**config.mk**
```make
export PLATFORM = sky130hd
export DESIGN_NAME = nest_irq_ctrl
export DESIGN_NICKNAME = d
export VERILOG_FILES = /design/src/rtl/nirq_pkg.sv /design/src/rtl/nirq_pend_reg.sv /design/src/rtl/nirq_act_reg.sv /design/src/rtl/nirq_arbiter.sv /design/src/rtl/nest_irq_ctrl.sv
export SDC_FILE = /design/constraint.sdc
export NUM_CORES = 1
export LEC_CHECK = 0
export BUFFER_PORTS_ARGS = -buffer_cell sky130_fd_sc_hd__buf_2
export CAP_MARGIN = 0
export CORE_MARGIN = 1
export CORE_UTILIZATION = 45
export DETAILED_ROUTE_END_ITERATION = 8
export PLACE_DENSITY = 0.72
export SLEW_MARGIN = 0
export SYNTH_ARGS = -nofsm -noshare
export SYNTH_HDL_FRONTEND = slang
export SYNTH_SLANG_ARGS = --single-unit
export TNS_END_PERCENT = 20
```
**constraint.sdc**
```tcl
create_clock -name clk -period 5.1 [get_ports clk]
set_input_delay 0.51 -clock clk [delete_from_list [all_inputs] [get_ports clk]]
set_output_delay 0.51 -clock clk [all_outputs]
set_load 0.01 [all_outputs]
```
**src/rtl/nirq_pkg.sv**
```systemverilog
package nirq_pkg;

  // Index of the highest set bit, or -1 when the vector is empty.
  function automatic int top_bit(input logic [31:0] v);
    int r;
    r = -1;
    for (int i = 0; i < 32; i++) begin
      if (v[i]) r = i;
    end
    return r;
  endfunction

  // Mask of all bit positions strictly above idx (idx = -1 gives all ones).
  function automatic logic [31:0] above_mask(input int idx);
    logic [32:0] low;
    low = (33'd1 << (idx + 1)) - 33'd1;
    return ~low[31:0];
  endfunction

  // One-hot vector for idx, zero when idx is negative.
  function automatic logic [31:0] one_hot(input int idx);
    return (idx >= 0) ? (32'd1 << idx) : 32'd0;
  endfunction

endpackage

```
**src/rtl/nirq_pend_reg.sv**
```systemverilog
module nirq_pend_reg #(
  parameter int NUM_LEVELS = 8
) (
  input  logic                  clk,
  input  logic                  rst_n,
  input  logic                  sample_i,
  input  logic [NUM_LEVELS-1:0] req_i,
  input  logic [NUM_LEVELS-1:0] clr_i,
  output logic [NUM_LEVELS-1:0] pend_o
);

  logic [NUM_LEVELS-1:0] pend_q;
  logic [NUM_LEVELS-1:0] capture;

  // clear first, then merge new requests, so a same-cycle request survives
  assign capture = sample_i ? req_i : '0;

  always_ff @(posedge clk or negedge rst_n) begin
    if (!rst_n) pend_q <= '0;
    else        pend_q <= (pend_q & ~clr_i) | capture;
  end

  assign pend_o = pend_q;

  assert_hold_without_sample_R2: assert property (@(posedge clk) disable iff (!rst_n)
    (!sample_i && clr_i == '0) |=> $stable(pend_q));

  assert_bits_only_drop_on_clear_R8: assert property (@(posedge clk) disable iff (!rst_n)
    (clr_i == '0) |=> ((pend_q & $past(pend_q)) == $past(pend_q)));

endmodule

```
**src/rtl/nirq_act_reg.sv**
```systemverilog
module nirq_act_reg
  import nirq_pkg::*;
#(
  parameter int NUM_LEVELS = 8
) (
  input  logic                  clk,
  input  logic                  rst_n,
  input  logic [NUM_LEVELS-1:0] set_i,
  input  logic                  rti_i,
  output logic [NUM_LEVELS-1:0] act_o,
  output logic [NUM_LEVELS-1:0] retire_o
);

  logic [NUM_LEVELS-1:0] act_q;
  int                    top_act;

  assign top_act  = top_bit(32'(act_q));
  assign retire_o = rti_i ? NUM_LEVELS'(one_hot(top_act)) : '0;

  always_ff @(posedge clk or negedge rst_n) begin
    if (!rst_n)     act_q <= '0;
    else if (rti_i) act_q <= act_q & ~retire_o;
    else            act_q <= act_q | set_i;
  end

  assign act_o = act_q;

  assert_set_single_level_R5: assert property (@(posedge clk) disable iff (!rst_n)
    $onehot0(set_i));

  assert_rti_retires_one_R6: assert property (@(posedge clk) disable iff (!rst_n)
    (rti_i && act_q != '0) |=> ($countones(act_q) == $countones($past(act_q)) - 1));

  assert_rti_empty_noop_R6: assert property (@(posedge clk) disable iff (!rst_n)
    (rti_i && act_q == '0) |=> (act_q == '0));

endmodule

```
**src/rtl/nirq_arbiter.sv**
```systemverilog
module nirq_arbiter
  import nirq_pkg::*;
#(
  parameter int NUM_LEVELS = 8,
  parameter int IDX_W      = $clog2(NUM_LEVELS)
) (
  input  logic                  clk,
  input  logic                  rst_n,
  input  logic [NUM_LEVELS-1:0] pend_i,
  input  logic [NUM_LEVELS-1:0] act_i,
  input  logic                  en_i,
  output logic                  irq_o,
  output logic [IDX_W-1:0]      idx_o,
  output logic [NUM_LEVELS-1:0] grant_o
);

  int                    top_act;
  int                    sel;
  logic [NUM_LEVELS-1:0] eligible;

  assign top_act  = top_bit(32'(act_i));
  assign eligible = pend_i & ~act_i & NUM_LEVELS'(above_mask(top_act));
  assign sel      = top_bit(32'(eligible));

  assign irq_o   = en_i && (sel >= 0);
  assign idx_o   = (sel >= 0) ? IDX_W'(sel) : '0;
  assign grant_o = NUM_LEVELS'(one_hot(sel));

  assert_vec_is_waiting_R4: assert property (@(posedge clk) disable iff (!rst_n)
    irq_o |-> (pend_i[idx_o] && !act_i[idx_o]));

  assert_preempt_strict_R9: assert property (@(posedge clk) disable iff (!rst_n)
    irq_o |-> ((act_i >> idx_o) == '0));

endmodule

```
**src/rtl/nest_irq_ctrl.sv**
```systemverilog
module nest_irq_ctrl #(
  parameter int NUM_LEVELS = 8,
  localparam int IDX_W     = $clog2(NUM_LEVELS)
) (
  input  logic                  clk,
  input  logic                  rst_n,
  input  logic [NUM_LEVELS-1:0] req_i,
  input  logic                  sample_i,
  input  logic                  int_en_i,
  input  logic                  ack_i,
  input  logic                  rti_i,
  output logic                  irq_o,
  output logic [IDX_W-1:0]      vec_o,
  output logic [NUM_LEVELS-1:0] pend_o,
  output logic [NUM_LEVELS-1:0] act_o
);

  logic [NUM_LEVELS-1:0] pend_w;
  logic [NUM_LEVELS-1:0] act_w;
  logic [NUM_LEVELS-1:0] grant_w;
  logic [NUM_LEVELS-1:0] retire_w;
  logic [NUM_LEVELS-1:0] set_w;
  logic                  irq_w;
  logic [IDX_W-1:0]      idx_w;
  logic                  ack_fire;

  // a return in the same cycle wins over an acknowledge
  assign ack_fire = ack_i && irq_w && !rti_i;
  assign set_w    = ack_fire ? grant_w : '0;

  nirq_pend_reg #(.NUM_LEVELS(NUM_LEVELS)) i_pend (
    .clk(clk), .rst_n(rst_n), .sample_i(sample_i), .req_i(req_i),
    .clr_i(retire_w), .pend_o(pend_w)
  );

  nirq_act_reg #(.NUM_LEVELS(NUM_LEVELS)) i_act (
    .clk(clk), .rst_n(rst_n), .set_i(set_w), .rti_i(rti_i),
    .act_o(act_w), .retire_o(retire_w)
  );

  nirq_arbiter #(.NUM_LEVELS(NUM_LEVELS), .IDX_W(IDX_W)) i_arb (
    .clk(clk), .rst_n(rst_n), .pend_i(pend_w), .act_i(act_w), .en_i(int_en_i),
    .irq_o(irq_w), .idx_o(idx_w), .grant_o(grant_w)
  );

  assign irq_o  = irq_w;
  assign vec_o  = idx_w;
  assign pend_o = pend_w;
  assign act_o  = act_w;

  assert_gate_by_enable_R7: assert property (@(posedge clk) disable iff (!rst_n)
    !int_en_i |-> !irq_o);

  assert_active_within_pending_R6: assert property (@(posedge clk) disable iff (!rst_n)
    ((act_o & ~pend_o) == '0));

  assert_ack_marks_level_R5: assert property (@(posedge clk) disable iff (!rst_n)
    ack_fire |=> act_o[$past(vec_o)]);

endmodule

```
# Yosys cells after proc, flatten, opt, wreduce, memory -nomap -nowiden
# Cells that the tools add are included.
# classes
add_sub_neg,2
order_cmp,2
n_shift,3
n_mux,23
bitwise_logic,9
n_reduce_logical,4
# ops
op,count
2-to-1 mux 32 bit,16
"left shift 1 x 32 -> 8 bit, first input constant",3
"greater-or-equal comparator 32 x 1 -> 1 bit, second input constant",2
2-to-1 mux 8 bit,6
"adder 32 x 2 -> 32 bit, second input constant",1
bitwise AND 8 bit,4
NOT 8 bit,3
OR 8 bit,2
"subtractor 8 x 1 -> 8 bit, second input constant",1
logical AND 1 bit,3
2-to-1 mux 3 bit,1
logical NOT 1 bit,1
# totals
register_bits,16
input_bits,14
out_inout_bits,20
word_cells,45

# Logic depth before layout (Yosys ltp)
# logic_depth
word_depth,28
ltp_mapped,19
ltp_nobuf,17

# Cells and area by module
# Synthesis repeated with hierarchy kept, for this count alone.
# unflattened
cells_unflattened,175
hier_area_um2,1472.7
# by_module_without_submodules
module,instances,cells_each,area_each_um2,seq_area_each_um2
nirq_arbiter,1,92,649.4,0.0
nirq_act_reg,1,42,401.6,200.2
nirq_pend_reg,1,33,341.6,200.2
nest_irq_ctrl,1,8,80.1,0.0

# Least setup slack after synthesis
# Ideal clock, no wire load.
# synth_timing
path_type,register to output
startpoint,register i_act.act_q[2] (netlist: i_act.act_o[2])
endpoint,output vec_o[0]
arrival_time_ns,3.822
required_ns,4.590
setup_slack_ns,0.768
path_stages_with_launch,17
path_buffers,2
cell_sequence,dfrtp_1 nor4_1 nor2_4 or3_1 ha_1 nor2_1 and4b_1 and4_1 clkbuf_1 nand2_1 ha_1 buf_2 and4_1 or2_2 o211ai_2 o21ai_2 o31ai_1
# synth_between
elab_chain_len,21
elab_cells_between_ends,23
cone_classes,add/sub: 2; order compare: 1; shift: 1; mux: 15; bitwise: 4
# synth_lines
item,line_no,source
start: declaration,nirq_act_reg.sv:14,logic [NUM_LEVELS-1:0] act_q;
start signal: assignment,nirq_act_reg.sv:22,else if (rti_i) act_q <= act_q & ~retire_o;
start signal: assignment,nirq_act_reg.sv:23,else act_q <= act_q | set_i;
2-to-1 mux 32 bit (6 in series),nirq_pkg.sv:8,if (v[i]) r = i;
adder 32 x 2 -> 32 bit,nirq_pkg.sv:16,low = (33'd1 << (idx + 1)) - 33'd1;
left shift 1 x 32 -> 8 bit,nirq_pkg.sv:16,
subtractor 8 x 1 -> 8 bit,nirq_pkg.sv:16,
NOT 8 bit,nirq_pkg.sv:17,return ~low[31:0];
bitwise AND 8 bit (*),nirq_arbiter.sv:22,assign eligible = pend_i & ~act_i & NUM_LEVELS'(above_mask(top_act));
2-to-1 mux 32 bit (7 in series),nirq_pkg.sv:8,
2-to-1 mux 32 bit (*),nirq_pkg.sv:8,
greater-or-equal comparator 32 x 1 -> 1 bit,nirq_arbiter.sv:26,assign idx_o = (sel >= 0) ? IDX_W'(sel) : '0;
2-to-1 mux 3 bit (*),nirq_arbiter.sv:26,
end: declaration,nest_irq_ctrl.sv:13,"output logic [IDX_W-1:0] vec_o,"
# Mark *: on every way between the ends. The rest lies on a longest branch, timed or not.

# Final worst setup path
# Same ends and word-level chain as after synthesis.

==> run_results.csv <==
group,metric,value,unit
layout,nets,188,
global_routing,grt_pass1_wl,5.485,mm
worst_setup_path,crit_family,"simple AND/OR/NAND/NOR gates",
placed_design,dp_hpwl,2.653,mm
worst_setup_path,critPathKind,"reg -> out",
yosys,synth_cells,135,
worst_setup_path,cp_max_fo,8,
worst_setup_path,start_kind,"register",
worst_setup_path,cp_num_buf_inv,1,
route,vias_per_cell,5.939,
clocking,cts-root-buf,"clkbuf_4",
clocking,cts_tree,"yes",
global_routing,grt_pass1_vias,1147,
global_routing,grt_antenna_before_repair,0,
floorplanning,rows,18,
placed_design,io_buffer_count,33,
worst_setup_path,critPathCaptureType,"output port",
clocking,cts_made_buffers,3,
layout,final_common_cell,"buf_2",
timing,rsz0062_at_grt,"false",
floorplanning,start_util,48.56,%
timing,fmax,0.2086,GHz
layout,fillers,258,
yosys,synth_fp_nets,154,
layout,layout_common_cells,"buf_2, dfrtp_1, nand2_1",
timing,tightest_slew,0.5617,ns
yosys,synth_edf_count,0,
floorplanning,coreArea,2522,um^2
layout,areaGrowthSynthToFinish,18.90,%
timing,slew_violations,0,
route,wl_per_cell,16.83,um
worst_setup_path,cp.arrival,4.28,ns
worst_setup_path,slowest_stage,"dfrtp_1",
layout,regArea,400.4,um^2
min_path,hold_path_class,"in -> async",
clocking,cts.sinks,16,
clocking,htreeDepth,1,
yosys,ys.flop_type,"dfrtp_1",
timing,setup_viol,0,
floorplanning,top_level_ports,34,
clocking,cts_buffer_depth,2,
yosys,ys_seq_area_share,32.69,%
worst_setup_path,path_cells,"nor4_2 > nor2_4 > or3_1 > ha_1 > nor2_1 > and4b_1 > and4_1 > nand2_1 > ha_1 > and4_1 > or2_2 > o211ai_2 > o21ai_2 > o31ai_1 > buf_2",
yosys,synth-async-reset-ratio,100.0,%
yosys,yosysWarnings,0,
floorplanning,dieWidth,54.18,um
timing,final_hold_viol_count,0,
global_routing,grt_max_degree,17,
clocking,hold_buffers,0,
route,drc,0,
global_routing,overflow,0,
yosys,yosys.cell_types.count,49,
timing,finalSetupTns,0,ns
layout,diodes,0,
worst_setup_path,required,4.59,ns
route,vias,1176,
flow_run,max_cap_viol_count,0,
floorplanning,die_height,54.18,um
yosys,avgSynthCellArea,9.074,um^2
layout,drive_above_1_share,32.74,%
timing,relSlewSlack,62.55,%
clocking,clk_latency,0.29,ns
timing,fin_crit,4.793,ns
floorplanning,die_area,2935,um^2
route,drtPass1Iterations,4,
yosys,ys_ff_latch,16,
yosys,synth.cell_area,1225,um^2
route,drt_first_iter_violations,60,
timing,period_share,93.98,%
global_routing,track_usage,26.56,%
outcome,outcome,"completed",
worst_setup_path,cp_slowest_stage_delay,0.49,ns
timing,skew,0.005954,ns
layout,multiInputGateArea,783.3,um^2
route,wl,3.333,mm
clocking,postCtsSetupRepairBufs,0,
clocking,path_clk_slew,0.10,ns
route,ant_nets,0,
placed_design,place.gp.congestion,1.042,
-- layout make-up --
class / count / share of cell area (%)
Timing Repair Buffer: 33 / 11.34
Clock buffer: 4 / 2.491
Inverter: 9 / 2.320
Tap cell: 30 / 2.577
Sequential cell: 16 / 27.49
Multi-Input combinational cell: 106 / 53.78
-- synth_stat cells (2+ instances only) --
cell type  instances  area (um^2)
dfrtp_1           16        400.4
and4_1             2        17.52
nand2_1           13        48.80
a32o_1             2        20.02
clkbuf_1           3        11.26
nor3b_1            2        15.01
o21ai_1            2        10.01
o21ai_0            5        25.02
nand2b_1           3        18.77
nor2_1             7        26.28
or2_2              3        18.77
nand3_1            6        30.03
nor3_1             3        15.01
and4b_1            2        20.02
o21ai_2            3        26.28
ha_1               5        62.56
a22o_1            10        87.58
nand4_1            2        12.51
xnor2_1            2        17.52
o21a_1             2        15.01
inv_1              9        33.78
or4b_4             2        27.53
o31a_1             2        17.52
nor2b_1            4        25.02
-- state kept, by name, summed over array words and instances, names as in the netlist --
signal	count
i_act.act_o	8
i_pend.pend_o	8
-- logic make-up after synthesis --
family / after synthesis / share of synthesized area, %
AOI/OAI and AO/OA: 37 / 24.51
xor gates and xnor gates: 4 / 3.474
adders and majority gates: 6 / 5.924
buffers and inverters: 13 / 4.085
DFF: 16 / 32.69
and+or+nand+nor: 59 / 29.32
-- routing by layer --
metal | vias up | track usage, % | share of wire, %
met4 | 0 | 9.402 | 1.5
met3 | 6 | 2.542 | 3.9
met2 | 41 | 40.24 | 48
met1 | 557 | 38.85 | 47
met5 | - | 0 | 0
li1 | 572 | - | -
-- metrics by stage --
| stage | setup slack (ns) | utilization [%] | hold WS [ns] | instances | cell area [um^2] |
|---|---|---|---|---|---|
| 2_1_floorplan | 0.7675 | - | 0.2144 | 135 | 1225 |
| 3_3_place_gp | 0.5905 | 55.95 | 0.4444 | 194 | 1411 |
| 3_5_place_dp | 0.5383 | 55.95 | 0.4470 | 194 | 1411 |
| 4_1_cts | 0.2016 | 57.39 | 0.1287 | 198 | 1448 |
| 5_1_grt | 0.007948 | 57.74 | 0.1432 | 198 | 1456 |
| 6_report | 0.3068 | 57.74 | 0.1237 | 198 | 1456 |
-- repair_timing --
item                                    4_1_cts  5_1_grt
resized for setup                             0        2
endpoints found under the setup margin        0        3
hold endpoints to repair                      0        0
-- worst reg2reg max path, delay by kind of cell (launching register included) --
family          cells  cell delay [ns]
xor+xnor            1             0.18
simple gates        9             2.52
fa+ha+maj           2             0.48
flops               1             0.49
compound gates      2             0.28
-- path summary, 6_finish.rpt --
kind                                  start  slack, ns  depth (start not counted)          endpoint
max                          i_act.act_o[2]       0.31                         15          vec_o[0]
min                                   rst_n       0.12                          1  i_pend.pend_o[4]
max reg2reg                  i_act.act_o[2]       1.09                         14    i_act.act_o[0]
min reg2reg                i_pend.pend_o[4]       0.53                          1  i_pend.pend_o[4]
max in group asynchronous             rst_n       4.70                          1    i_act.act_o[6]
min in group clk                   req_i[6]       0.42                          3  i_pend.pend_o[6]
Power is left out: the tool's default activity adds up to more than one toggle a clock period on the data nets, which glitch-free logic cannot reach.
